--- src/rtl/mstat_pkg.sv ---
package mstat_pkg;
  localparam int unsigned LINES   = 4;
  localparam int unsigned IDX_CTS = 0;
  localparam int unsigned IDX_DSR = 1;
  localparam int unsigned IDX_RI  = 2;
  localparam int unsigned IDX_DCD = 3;
  typedef logic [LINES-1:0] line_vec_t;
  // lines that qualify only on a low-to-high change
  localparam line_vec_t RISE_ONLY = line_vec_t'(1) << IDX_RI;
endpackage

--- src/rtl/mstat_sync.sv ---
module mstat_sync #(
  parameter int unsigned WIDTH  = 4,
  parameter int unsigned STAGES = 2
) (
  input  logic             clk,
  input  logic             rst_n,
  input  logic [WIDTH-1:0] async_i,
  output logic [WIDTH-1:0] sync_o
);
  logic [WIDTH-1:0] stg [STAGES];

  always_ff @(posedge clk) stg[0] <= async_i;

  for (genvar k = 1; k < STAGES; k++) begin : g_stage
    always_ff @(posedge clk) stg[k] <= stg[k-1];


    stage_shift_chk: assert property (@(posedge clk) disable iff (!rst_n)
      stg[k] == $past(stg[k-1]));
  end

  assign sync_o = stg[STAGES-1];
endmodule

--- src/rtl/mstat_edge.sv ---
module mstat_edge #(
  parameter int unsigned      WIDTH     = 4,
  parameter logic [WIDTH-1:0] RISE_MASK = '0
) (
  input  logic             clk,
  input  logic             rst_n,
  input  logic [WIDTH-1:0] lvl_i,
  input  logic             rd_clr_i,
  output logic [WIDTH-1:0] flags_o
);
  logic [WIDTH-1:0] prev_q;
  logic [WIDTH-1:0] hit;
  logic [WIDTH-1:0] flags_q;

  for (genvar i = 0; i < WIDTH; i++) begin : g_line
    if (RISE_MASK[i]) begin : g_rise
      assign hit[i] = lvl_i[i] & ~prev_q[i];


      rise_only_chk: assert property (@(posedge clk) disable iff (!rst_n)
        $rose(flags_q[i]) |-> $past(lvl_i[i]));
    end else begin : g_any
      assign hit[i] = lvl_i[i] ^ prev_q[i];
    end
  end

  always_ff @(posedge clk) begin
    if (!rst_n) begin
      prev_q  <= lvl_i;
      flags_q <= '0;
    end else begin
      prev_q  <= lvl_i;
      flags_q <= (flags_q & ~{WIDTH{rd_clr_i}}) | hit;
    end
  end

  assign flags_o = flags_q;


  sticky_flag_chk: assert property (@(posedge clk) disable iff (!rst_n)
    !rd_clr_i |=> ((flags_q & $past(flags_q)) == $past(flags_q)));


  read_clear_chk: assert property (@(posedge clk) disable iff (!rst_n)
    (rd_clr_i && hit == '0) |=> flags_q == '0);
endmodule

--- src/rtl/mstat_watch.sv ---
module mstat_watch #(
  parameter int unsigned SYNC_STAGES = 2
) (
  input  logic       clk,
  input  logic       rst_n,
  input  logic       hs_clear_i,
  input  logic       hs_ready_i,
  input  logic       ring_i,
  input  logic       carrier_i,
  input  logic       rd_stb_i,
  input  logic       irq_en_i,
  output logic [7:0] status_o,
  output logic       irq_o
);
  import mstat_pkg::*;

  line_vec_t raw;
  line_vec_t lvl;
  line_vec_t flags;

  always_comb begin
    raw          = '0;
    raw[IDX_CTS] = hs_clear_i;
    raw[IDX_DSR] = hs_ready_i;
    raw[IDX_RI]  = ring_i;
    raw[IDX_DCD] = carrier_i;
  end

  mstat_sync #(.WIDTH(LINES), .STAGES(SYNC_STAGES)) u_sync (
    .clk    (clk),
    .rst_n  (rst_n),
    .async_i(raw),
    .sync_o (lvl)
  );

  mstat_edge #(.WIDTH(LINES), .RISE_MASK(RISE_ONLY)) u_edge (
    .clk     (clk),
    .rst_n   (rst_n),
    .lvl_i   (lvl),
    .rd_clr_i(rd_stb_i),
    .flags_o (flags)
  );

  assign status_o = {lvl, flags};
  assign irq_o    = irq_en_i & (|flags);


  irq_mask_chk: assert property (@(posedge clk) disable iff (!rst_n)
    !irq_en_i |-> !irq_o);


  irq_cause_chk: assert property (@(posedge clk) disable iff (!rst_n)
    irq_o |-> status_o[3:0] != 4'h0);
endmodule

--- config.mk ---
export PLATFORM = sky130hd
export DESIGN_NAME = mstat_watch
export DESIGN_NICKNAME = d
export VERILOG_FILES = /design/src/rtl/mstat_pkg.sv /design/src/rtl/mstat_sync.sv /design/src/rtl/mstat_edge.sv /design/src/rtl/mstat_watch.sv
export SDC_FILE = /design/constraint.sdc
export NUM_CORES = 1
export LEC_CHECK = 0
export ABC_AREA = 1
export BUFFER_PORTS_ARGS = -buffer_cell sky130_fd_sc_hd__buf_2
export CORE_AREA = 2 2 39 41
export DETAILED_ROUTE_END_ITERATION = 10
export DIE_AREA = 0 0 41 43
export MAX_ROUTING_LAYER = met4
export SLEW_MARGIN = 30
export SYNTH_ARGS = -nofsm -noshare
export SYNTH_HDL_FRONTEND = slang
export SYNTH_HIERARCHICAL = 1
export SYNTH_SLANG_ARGS = --single-unit
--- constraint.sdc ---
create_clock -name clk -period 1.4 [get_ports clk]
set_input_delay 0.07 -clock clk [delete_from_list [all_inputs] [get_ports clk]]
set_output_delay 0.07 -clock clk [all_outputs]
set_load 0.05 [all_outputs]
=== Yosys cells after proc, flatten, opt, wreduce, memory -nomap -nowiden ===
Memory sizes are Yosys's and may differ from the RTL's.
Cells that the tools add are included.

* Bitwise logic cells: 9
* Reduce and logical (&&, ||, !) cells: 1

{| class="wikitable"
|+ Operator list
! cell !! number
|-
| $and A4 B4 Y4 || 1
|-
| $not A4 Y4 || 1
|-
| $or A4 B4 Y4 || 1
|-
| $reduce_or A4 Y1 || 1
|-
| $xor A1 B1 Y1 || 3
|-
| $and A1 B1 Y1 || 2
|-
| $not A1 Y1 || 1
|}

* Register bits: 8
* Bits in writable memories: 8
* Input bits: 8
* Output and inout bits: 9
* Logic and storage cells: 13
* Memories kept: 1

{| class="wikitable"
|+ Memories
! name !! words !! width !! rd ports !! clocked after Yosys merged registers in !! write ports !! line !! text
|-
| u_sync.stg || 2 || 4 || 2 || 0 || 2 || mstat_sync.sv:10 || <nowiki>logic [WIDTH-1:0] stg [STAGES];</nowiki>
|}

=== Longest topological paths before layout ===
Gate-level depths: netlist of run 1.

* Depth in word-level cells: 3
* Depth in mapped cells: 6
* Depth with buffers taken out: 5

=== Cells and area by module ===
The synthesis of run 1 kept the hierarchy.

{| class="wikitable"
|+ Modules (own cells, without submodules)
! module !! instances !! cells each !! area an instance (sq um)
|-
| mstat_edge || 1 || 37 || 276.5
|-
| mstat_sync || 1 || 12 || 190.2
|-
| mstat_watch || 1 || 4 || 16.3
|}

=== Worst setup path before layout of run 1 ===
Ideal clock, no wire load.

* Kind: reg-to-output
* Start point: register u_edge.flags_q[1] (netlist: u_edge/flags_o[1])
* End point: output irq_o
* Data arrival time: 1,529 ps
* Data required time: 1,330 ps
* Setup slack: -199 ps
* Stages on the path, launching flop included: 3
* Buffers on the path: 0
* Path through: dfxtp_1 nor2_1 a21oi_1

* Word-level cells in the longest chain between the ends: 2

{| class="wikitable"
|+ Ends and longest elaborated chain
! element !! line !! text
|-
| from (decl) || mstat_edge.sv:13 || <nowiki>logic [WIDTH-1:0] flags_q;</nowiki>
|-
| from (signal assigned) || mstat_edge.sv:33 || <nowiki>flags_q <= (flags_q & ~{WIDTH{rd_clr_i}}) | hit;</nowiki>
|-
| $reduce_or A4 Y1 || mstat_watch.sv:45 || <nowiki>assign irq_o = irq_en_i & (|flags);</nowiki>
|-
| $and A1 B1 Y1 || mstat_watch.sv:45 ||
|-
| to (decl) || mstat_watch.sv:13 || <nowiki>output logic irq_o</nowiki>
|}

Every way passes these cells.

=== Final worst setup path of run 1 ===
Same ends and word-level chain as after synthesis.

==> results.md, run 1 <==
* Final Critical Period at 1.125 ns
* Layout cells sized above 1 at 29.17%
* Worst R2R End: u_edge/flags_o[3]
* Sequential power share at between 50% and 60%
* Seq/Total Area, Yosys at 66.32%
* Clock Latency Late Sink at 0.27 ns
* Max Fanout on Critical Path at 3
* CTS clk-pin slew, worst paths at roughly 0.08 ns
* FF-to-FF Start: u_sync/stg[0][7]
* Async S/R FF share, synth at 0%
* Routed wire length at 638 um
* CTS root buffer: clkbuf_4
* GR Overflow Total at 0
* Post-CTS Resized at 0
* P_sw at approximately 210 uW
* Synth area leader: dfxtp_1
* CTS tree: yes
* Ys Warns at 6
* First-pass GRT wire length at between 1 and 1.5 mm
* Slew at the pin with the worst max-slew slack at approximately 0.25 ns
* Synth Register Bits at 16
* Worst Setup End Kind: output port
* CTS H-tree depth at 1
* Cell-internal power at 619.4 uW
* Final Slew Violations at 0
* PwrDens at roughly 1300 nW/um2
* Leakage at ~0.00035 uW
* Distinct cells, synth at 9
* Final ANT Viol Nets at 0
* Most frequent cell after synthesis: dfxtp_1
* Synthesized area at just under 500 um2
* CP arrival at ~1.1 ns
* Routed vias at 350
* Largest net degree at the start of global routing at 9
* Fin. Hold Viols at 0
* Core area at 1384 um2
* CTS buffer count at 3
* Hold_sp: rst_n
* Starting Density at a little over a third
* Rows at 14
* Antenna cells at 0
* DR vias/cell at ~4
* Tcrit/Tclk final at about four fifths
* Post-route core utilization at between 40% and 50%
* Worst hold path type: input port to register
* DPL Wire Length at approximately 470 um
* First-pass detailed-route iteration total at 1
* Max-cap viol count at 0
* DIE AREA at 1763 um2
* Worst vdd ir at roughly 550 uV
* Slew HR at between 80 and 90%
* Die height at 43 um
* Reg2Reg Depth at 5
* Ranking of synthesized cells by area: dfxtp_1 66%, nand2_1 11%, inv_1 8.5%, buf_4 6.2%, nand3_1 3.1%
* Worst-case clock buffer depth at 2
* Clk_skew at roughly 0.00014 ns
* Sw Ratio at about 26%
* Hold worst-path end: u_edge/flags_o[1]
* Required @ worst endpoint at 1.33 ns
* Syn_nets at 61
* Drt wl/cell at about 7.3 um
* IO Pins at 17
* Final setup fails at 0
* Gpl congestion at between 0.5 and 0.6
* Clk pwr share at 25.7%
* Top cell type's share of synthesized area at 66.32%
* Reg2Reg Setup Slack at ~0.7 ns
* Total GRT Usage at a little under a tenth
* Status: complete, no violations
* Fmax at 889.1 MHz
* CP Launch Type: register
* Combinational share of power at 15.0%
* Most instantiated cells after synthesis: 16 x dfxtp_1, 14 x nand2_1, 11 x inv_1, 4 x buf_4, 3 x nand3_1
* Port Buf Inserts at 16
* Die width at approximately 40 um
* Post-layout net count at around 80
* Initial DRC count at 0
* Avg Synthesized Cell Area at slightly above 9 um2
* CTS Sinks at 16
* Residual DRC at 0
* Number of flops mapped to enable cells by yosys at 0
* Setup repair bufs after CTS at 0
* Primary FF master, synth: dfxtp_1
* Synth-to-Final Area Change at 28.24%
* Crit path kind: register to output port
* Via count of the first global-routing pass at 311
* Initial antenna violation count at 0
* RSZ-0062 raised after global routing: false
* Final setup TNS at 0 ns
* Min-Delay Path Depth at 3
* Cells after synthesis at 53
## worst max path at each step
stage                 startpoint     to  slack, ns
2_1_floorplan  u_edge/flags_o[0]  irq_o       0.07
3_3_place_gp   u_edge/flags_o[1]  irq_o       0.58
3_5_place_dp   u_edge/flags_o[2]  irq_o       0.56
4_1_cts        u_edge/flags_o[2]  irq_o       0.25
5_1_grt        u_edge/flags_o[1]  irq_o       0.20
6_report       u_edge/flags_o[1]  irq_o       0.28
## through the flow
stage / power (uW) / std cells / hold slack, ns / setup slack, ns / area, um2
after floorplan: 600.3 / 53 / 0.09772 / 0.07142 / 486.7
after global placement: 621.4 / 81 / 0.1718 / 0.5810 / 556.8
after detailed placement: 623.7 / 81 / 0.1736 / 0.5580 / 556.8
after CTS: 849.8 / 88 / 0.03673 / 0.2513 / 619.3
after global routing: 874.6 / 88 / 0.05624 / 0.1968 / 619.3
final: 834.3 / 88 / 0.04069 / 0.2753 / 619.3
## power by group through the flow
stage / clock network, uW / logic [uW] / registers [uW]
final: 215 / 125 / 495
after global routing: 240 / 136 / 499
after CTS: 228 / 126 / 495
after detailed placement: 0 / 118 / 506
after global placement: 0 / 117 / 505
after floorplan: 0 / 70.3 / 530
## sequential cells by signal (all words and copies together), names as in the netlist
signal          count
u_edge/flags_o      4
u_sync/stg          8
u_edge/prev_q       4
## repair_timing
| action | CTS | global route |
|---|---|---|
| hold buffers | 4 | 0 |
| setup endpoints to repair | 0 | 0 |
| endpoints found under the hold margin | 4 | 0 |
## cells by family (layout without fill, tap and decap cells)
logic type	count (synthesis)	after routing	synth area share, %
flops	16	16	66.32
buf+inv	16	35	15.54
compound gates	2	2	2.590
simple gates	19	19	15.54
## layer usage
layer	up-vias	part of all wire (%)	track usage (%)
met3	2	10	3.141
met1	147	47	8.000
met5	-	0	-
met2	13	41	13.75
li1	188	-	-
met4	0	1.7	10.00
## cells in the final DEF (no fill, tap or decap), drive strengths merged
cell / instances
a21boi: 1
a21oi: 1
buf: 16
clkbuf: 3
dfxtp: 16
dlygate4sd3: 4
inv: 12
nand2: 14
nand3: 3
nor2: 2
## cell type report
cell class | instances | area, um2
clock buffers | 3 | 22.52
well taps | 16 | 20.02
repair buffers | 20 | 120.1
inverters | 12 | 45.04
flip-flops and latches | 16 | 320.3
fillers | 142 | 764.5
multi-input cells | 21 | 91.34
## critical path, stage by stage (launching register included)
cell     delay [ns]
dfxtp_1        0.34
nor2_1         0.06
a21oi_2        0.12
buf_2          0.26
No activity file was read; power rests on OpenSTA's default activity.
==> inputs of run 2 (changes only) <==
--- a/config.mk
+++ b/config.mk
@@ -5,7 +5,7 @@
 export SDC_FILE = /design/constraint.sdc
 export NUM_CORES = 1
 export LEC_CHECK = 0
-export ABC_AREA = 1
+export ABC_AREA = 0
 export BUFFER_PORTS_ARGS = -buffer_cell sky130_fd_sc_hd__buf_2
 export CORE_AREA = 2 2 39 41
 export DETAILED_ROUTE_END_ITERATION = 10
==> constraint.sdc (replaced) <==
create_clock -name clk -period 1.1 [get_ports clk]
set_input_delay 0.055 -clock clk [delete_from_list [all_inputs] [get_ports clk]]
set_output_delay 0.055 -clock clk [all_outputs]
set_load 0.05 [all_outputs]
==> results.md, run 2 <==
* Top cell type's share of synthesized area at 70.33%
* Final Critical Period at 1.300 ns
* CTS root buffer: clkbuf_4
* RSZ-0062 raised after global routing: true
* Via count of the first global-routing pass at 269
* Synth area leader: dfxtp_1
* CP arrival at ~1.2 ns
* Most instantiated cells after synthesis: 16 x dfxtp_1, 4 x buf_4, 4 x nand2b_1, 3 x a21boi_1, 3 x xnor2_1
* Ys Warns at 6
* Worst-case clock buffer depth at 2
* Final setup fails at 1
* CTS tree: yes
* # placed instances at between 60 and 70
* Post-route non-filler standard cell count at 69
* Core area at roughly 1400 um2
* Avg Synthesized Cell Area at around 14 um2
* GR Overflow Total at 0
* CTS H-tree depth at 1
* Worst hold path type: input port to register
* Distinct cells, synth at 8
* Clock Latency Late Sink at around 0.27 ns
* CTS buffer count at 3
* IO Pins at 17
* Die height at between 40 and 50 um
* PwrDens at between 1500 and 2000 nW/um2
* Crit path kind: register to output port
* Cells after synthesis at 33
* First-pass detailed-route iteration total at 4
* Combinational share of power at 16.2%
* GR Util met1 at around 7.0%
* CTS clk-pin slew, worst paths at 0.08 ns
* Critical Path, Cell by Cell: o41a_4 > buf_8
* Fmax at 769.3 MHz
* Synthesized area at 455.4 um2
* Gpl congestion at around 0.52
* Failing checks: negative setup slack
* P_sw at ~280 uW
* Fin. Hold Viols at 0
* Final Slew Violations at 0
* Port Buf Inserts at 16
* Total GRT Usage at 8.438%
* DR vias/cell at slightly below 4
* Die width at between 40 and 50 um
* CP Launch Type: register
* Routed wire length at 618 um
* Most frequent cells in the layout: 15 x buf_2, 13 x dfxtp_1, 4 x dlygate4sd3_1, 4 x nand2b_1
* Ranking of synthesized cells by area: dfxtp_1 70%, buf_4 6.6%, xnor2_1 5.8%, nand2b_1 5.5%, a21boi_1 4.9%
* Reg2Reg Setup Slack at 0.42 ns
* First-pass GRT wire length at ~900 um
* Tcrit/Tclk final at 118.2%
* Antenna cells at 0
* Initial antenna violation count at 0
* Slew HR at 83.40%
* Primary FF master, synth: dfxtp_1
* DIE AREA at between 1500 and 2000 um2
* Crit-path max cell delay at a little under 0.5 ns
* Routed vias at 272
* Final ANT Viol Nets at 0
* Status: finished with violations
* Clk_skew at 0.0004005 ns
* Number of flops mapped to enable cells by yosys at 0
* Synth-to-Final Area Change at 35.99%
* Final setup TNS at -0.1999 ns
* Top Usage Layer GRT: met2
* Largest reg by FF count: u_sync/stg
* DP Area at around 540 um2
* Slew at the pin with the worst max-slew slack at around 0.25 ns
* Async S/R FF share, synth at 0%
* Required @ worst endpoint at 1.04 ns
* Residual DRC at 0
* Syn_nets at a little over 40
* Seq/Total Area, Yosys at between 70% and 80%
* Clk pwr share at roughly 26%
* Leakage at 0.0002743 uW
* Starting Density at between 30% and 40%
* Post-layout net count at between 60 and 70
* CTS Sinks at 16
* Worst Setup End Kind: output port
* Worst vdd ir at about 1100 uV
* Most frequent cell after synthesis: dfxtp_1
* Max reg flops at 8
* Met2 GRT Util at approximately an eighth
* Sw Ratio at between 20 and 30%
* Post-route core utilization at between 40% and 50%
* Met3 Use GR at 1.571%
* Sequential power share at roughly three fifths
* Slowest-stage cell, CP: o41a_4
* Cell-internal power at about 810 uW
* Largest net degree at the start of global routing at 9
* Synth Register Bits at 16
* Final worst slack at -0.1999 ns
* Rows at 14
* Most common cell after layout, fill and taps aside: buf_2
* Layout cells sized above 1 at just under 50%
* Max Fanout on Critical Path at 2
* Max-cap viol count at 0
* Initial DRC count at 3
* Drt wl/cell at 8.957 um
* Post-route cell area at roughly 620 um2
[run 2: changes by cell type after synthesis, sizes merged]
cell	before	now
a21boi	1	4
a21oi	1	0
inv	12	0
nand2	14	0
nand2b	0	5
nand3	3	0
nor2	2	0
o41a	0	1
xnor2	0	3
[run 2: final timing paths]
| path | start | endpoint | cells after the start |
|---|---|---|---|
| hold / removal | rst_n | u_edge/flags_o[0] | 2 |
| setup / recovery | u_edge/flags_o[2] | irq_o | 2 |
| hold reg to reg | u_sync/stg[0][3] | u_sync/stg[0][7] | 0 |
| setup reg to reg | u_edge/flags_o[2] | u_edge/flags_o[2] | 3 |
[run 2: layout make-up]
class	count	area, um2
fill	132	764.5
multi-input combinational	13	115.1
sequential	16	324.1
tap	16	20.02
timing repair buffer	21	137.6
clock buffer	3	22.52
[run 2: cells by family after synthesis]
logic type             synth area share (%)
buffers and inverters                 6.594
flip-flops                            70.33
AO/OA/AOI/OAI                         9.889
AND/OR/NAND/NOR                       7.417
XOR/XNOR                              5.770
[run 2: through the flow]
stage	setup WS, ns	hold slack (ns)	power, uW
2_1_floorplan	0.04005	0.08272	776.3
6_report	-0.1999	0.04996	1095
3_3_place_gp	0.05263	0.1574	803.3
3_5_place_dp	0.04633	0.1586	806.3
5_1_grt	-0.2319	0.04069	1143
4_1_cts	-0.2168	0.04144	1117
[run 2: worst max-delay path, delay by kind of cell, from the launching register on]
family / cells / cell delay, ns
AO/OA/AOI/OAI: 1 / 0.49
buffers and inverters: 1 / 0.16
flip-flops: 1 / 0.33
[run 2: routing by layer]
| layer | routed length, um | up-vias |
|---|---|---|
| met5 | 0 | - |
| met4 | 0 | 0 |
| met3 | 62 | 0 |
| met2 | 314 | 13 |
| met1 | 241 | 116 |
| li1 | - | 143 |
[run 2: repair_timing]
action / 4_1_cts / 5_1_grt
resized for setup: 3 / 0
pin swaps: 0 / 0
endpoints found under the setup margin: 1 / 1
hold endpoints to repair: 4 / 0
setup buffers: 1 / 0
hold buffers: 4 / 0
[run 2: power by group through the flow]
| stage | clock network (uW) | registers (uW) | logic (uW) |
|---|---|---|---|
| after floorplan | 0 | 687 | 89.3 |
| after global placement | 0 | 649 | 154 |
| after detailed placement | 0 | 651 | 155 |
| after CTS | 301 | 637 | 179 |
| after global routing | 315 | 641 | 187 |
| final | 281 | 636 | 178 |
==> inputs of run 3 (changes only) <==
--- a/config.mk
+++ b/config.mk
@@ -11,6 +11,7 @@
 export DETAILED_ROUTE_END_ITERATION = 10
 export DIE_AREA = 0 0 41 43
 export MAX_ROUTING_LAYER = met4
+export PLACE_DENSITY = 0.65
 export SLEW_MARGIN = 30
 export SYNTH_ARGS = -nofsm -noshare
 export SYNTH_HDL_FRONTEND = slang
==> results.md, run 3 (synthesis gave the netlist of run 2 again) <==
* Status: finished with violations
* Failing checks: negative setup slack
* Post-layout net count at 63
* DR vias/cell at 3.928
* CTS tree: yes
* IO Pins at 17
* Die width at around 40 um
* Worst vdd ir at 724.9 uV
* Most frequent cells in the layout: 15 x buf_2, 13 x dfxtp_1, 4 x dlygate4sd3_1, 4 x nand2b_1
* CTS clk-pin slew, worst paths at approximately 0.08 ns
* PwrDens at about 1800 nW/um2
* Final Slew Violations at 0
* CP Launch Type: register
* Critical Path, Cell by Cell: o41a_4 > buf_8
* First-pass detailed-route iteration total at 1
* Starting Density at about a third
* Slew at the pin with the worst max-slew slack at 0.2489 ns
* DIE AREA at 1763 um2
* Layout cells sized above 1 at between 40% and 50%
* Crit path kind: register to output port
* Final Critical Period at 1.287 ns
* Fin. Hold Viols at 0
* WL met1 at ~240 um
* Routed wire length at approximately 610 um
* Port Buf Inserts at 16
* Largest reg by FF count: u_sync/stg
* WL met2 at ~300 um
* Tcrit/Tclk final at 117.0%
* Crit path buffers/inverters at 1
* Max reg flops at 8
* Required @ worst endpoint at 1.04 ns
* First-pass GRT wire length at about 930 um
* Max Fanout on Critical Path at 2
* Clk_skew at 0.0003192 ns
* CTS buffer count at 3
* Initial DRC count at 0
* Most common cell after layout, fill and taps aside: buf_2
* DPL Wire Length at 444.4 um
* Routed vias at 271
* Drt wl/cell at 8.826 um
* Synth-to-Final Area Change at 35.99%
* Max layer used: met3
* Worst slack, placed at around 0.052 ns
* Worst Setup End Kind: output port
* Final ANT Viol Nets at 0
* Clock Latency Late Sink at between 0.2 and 0.3 ns
* Slew HR at 83.52%
* Via count of the first global-routing pass at between 200 and 300
* CTS Sinks at 16
* CTS root buffer: clkbuf_4
* Crit-path max cell delay at 0.48 ns
* CP arrival at 1.23 ns
* Die height at about 43 um
* Rows at 14
* Total GRT Usage at between 8 and 9%
* Worst hold path type: input port to register
* Antenna cells at 0
* Max-cap viol count at 0
* Slowest-stage cell, CP: o41a_4
* Leakage at around 0.00027 uW
* Initial antenna violation count at 0
* CTS H-tree depth at 1
* Fmax at ~800 MHz
* Met3 wire length at about 59 um
* Core area at roughly 1400 um2
* Largest net degree at the start of global routing at 9
* Hold_ws at ~0.066 ns
* Gpl congestion at 0.5209
* Residual DRC at 0
* Final worst slack at -0.1875 ns
* GR Overflow Total at 0
* RSZ-0062 raised after global routing: true
* Worst-case clock buffer depth at 2
* Final setup fails at 1
* Crit-path leading delay family: compound AO/OA/AOI/OAI gates
[run 3: report_power, final]
part | switching, uW | leakage [uW] | internal, uW
sequential | 19.3 | 0.000135 | 616
combinational | 110 | 0.000125 | 68.3
clock | 146 | 0.0000138 | 126
total | 276 | 0.000274 | 811
[run 3: final timing paths]
path	start	end	slack, ns	cells past startpoint
worst min register to register	u_sync/stg[0][1]	u_sync/stg[0][5]	0.33	0
worst max register to register	u_sync/stg[0][7]	u_edge/flags_o[3]	0.42	2
worst min-delay path	rst_n	u_edge/flags_o[1]	0.07	2
worst max-delay path	u_edge/flags_o[2]	irq_o	-0.19	2
[run 3: repair_timing]
action | in CTS | in global routing
resized for setup | 3 | 0
cloned | 0 | 0
setup endpoints to repair | 1 | 1
hold buffers | 4 | 0
setup buffers | 1 | 0
endpoints found under the hold margin | 4 | 0
[run 3: worst register-to-register path, stage by stage, from the launching register on]
cell and delay, ns:
dfxtp_1 0.36, xnor2_1 0.13, a21boi_1 0.08
[run 3: routing by layer]
metal / up-vias / GRT usage [%]
met4: 0 / 8.000
met5: - / -
met3: 0 / 3.141
met2: 13 / 13.13
li1: 144 / -
met1: 114 / 7.309
[run 3: cell type report]
cell class / instances / area [um2]
Clock buffer: 3 / 22.52
Fill cell: 134 / 764.5
Multi-Input combinational cell: 13 / 115.1
Sequential cell: 16 / 324.1
Tap cell: 16 / 20.02
Timing Repair Buffer: 21 / 137.6
[run 3: metrics by stage]
step / setup TNS [ns] / utilization [%] / area (um2) / cells / power (uW)
finish: -0.1875 / 44.76 / 619.3 / 69 / 1087
global route: -0.2327 / 44.76 / 619.3 / 69 / 1142
CTS: -0.2017 / 44.76 / 619.3 / 69 / 1112
detailed placement: 0 / 38.97 / 539.3 / 61 / 806.8
global placement: 0 / 38.97 / 539.3 / 61 / 803.2
floorplan: 0 / - / 469.2 / 33 / 776.3
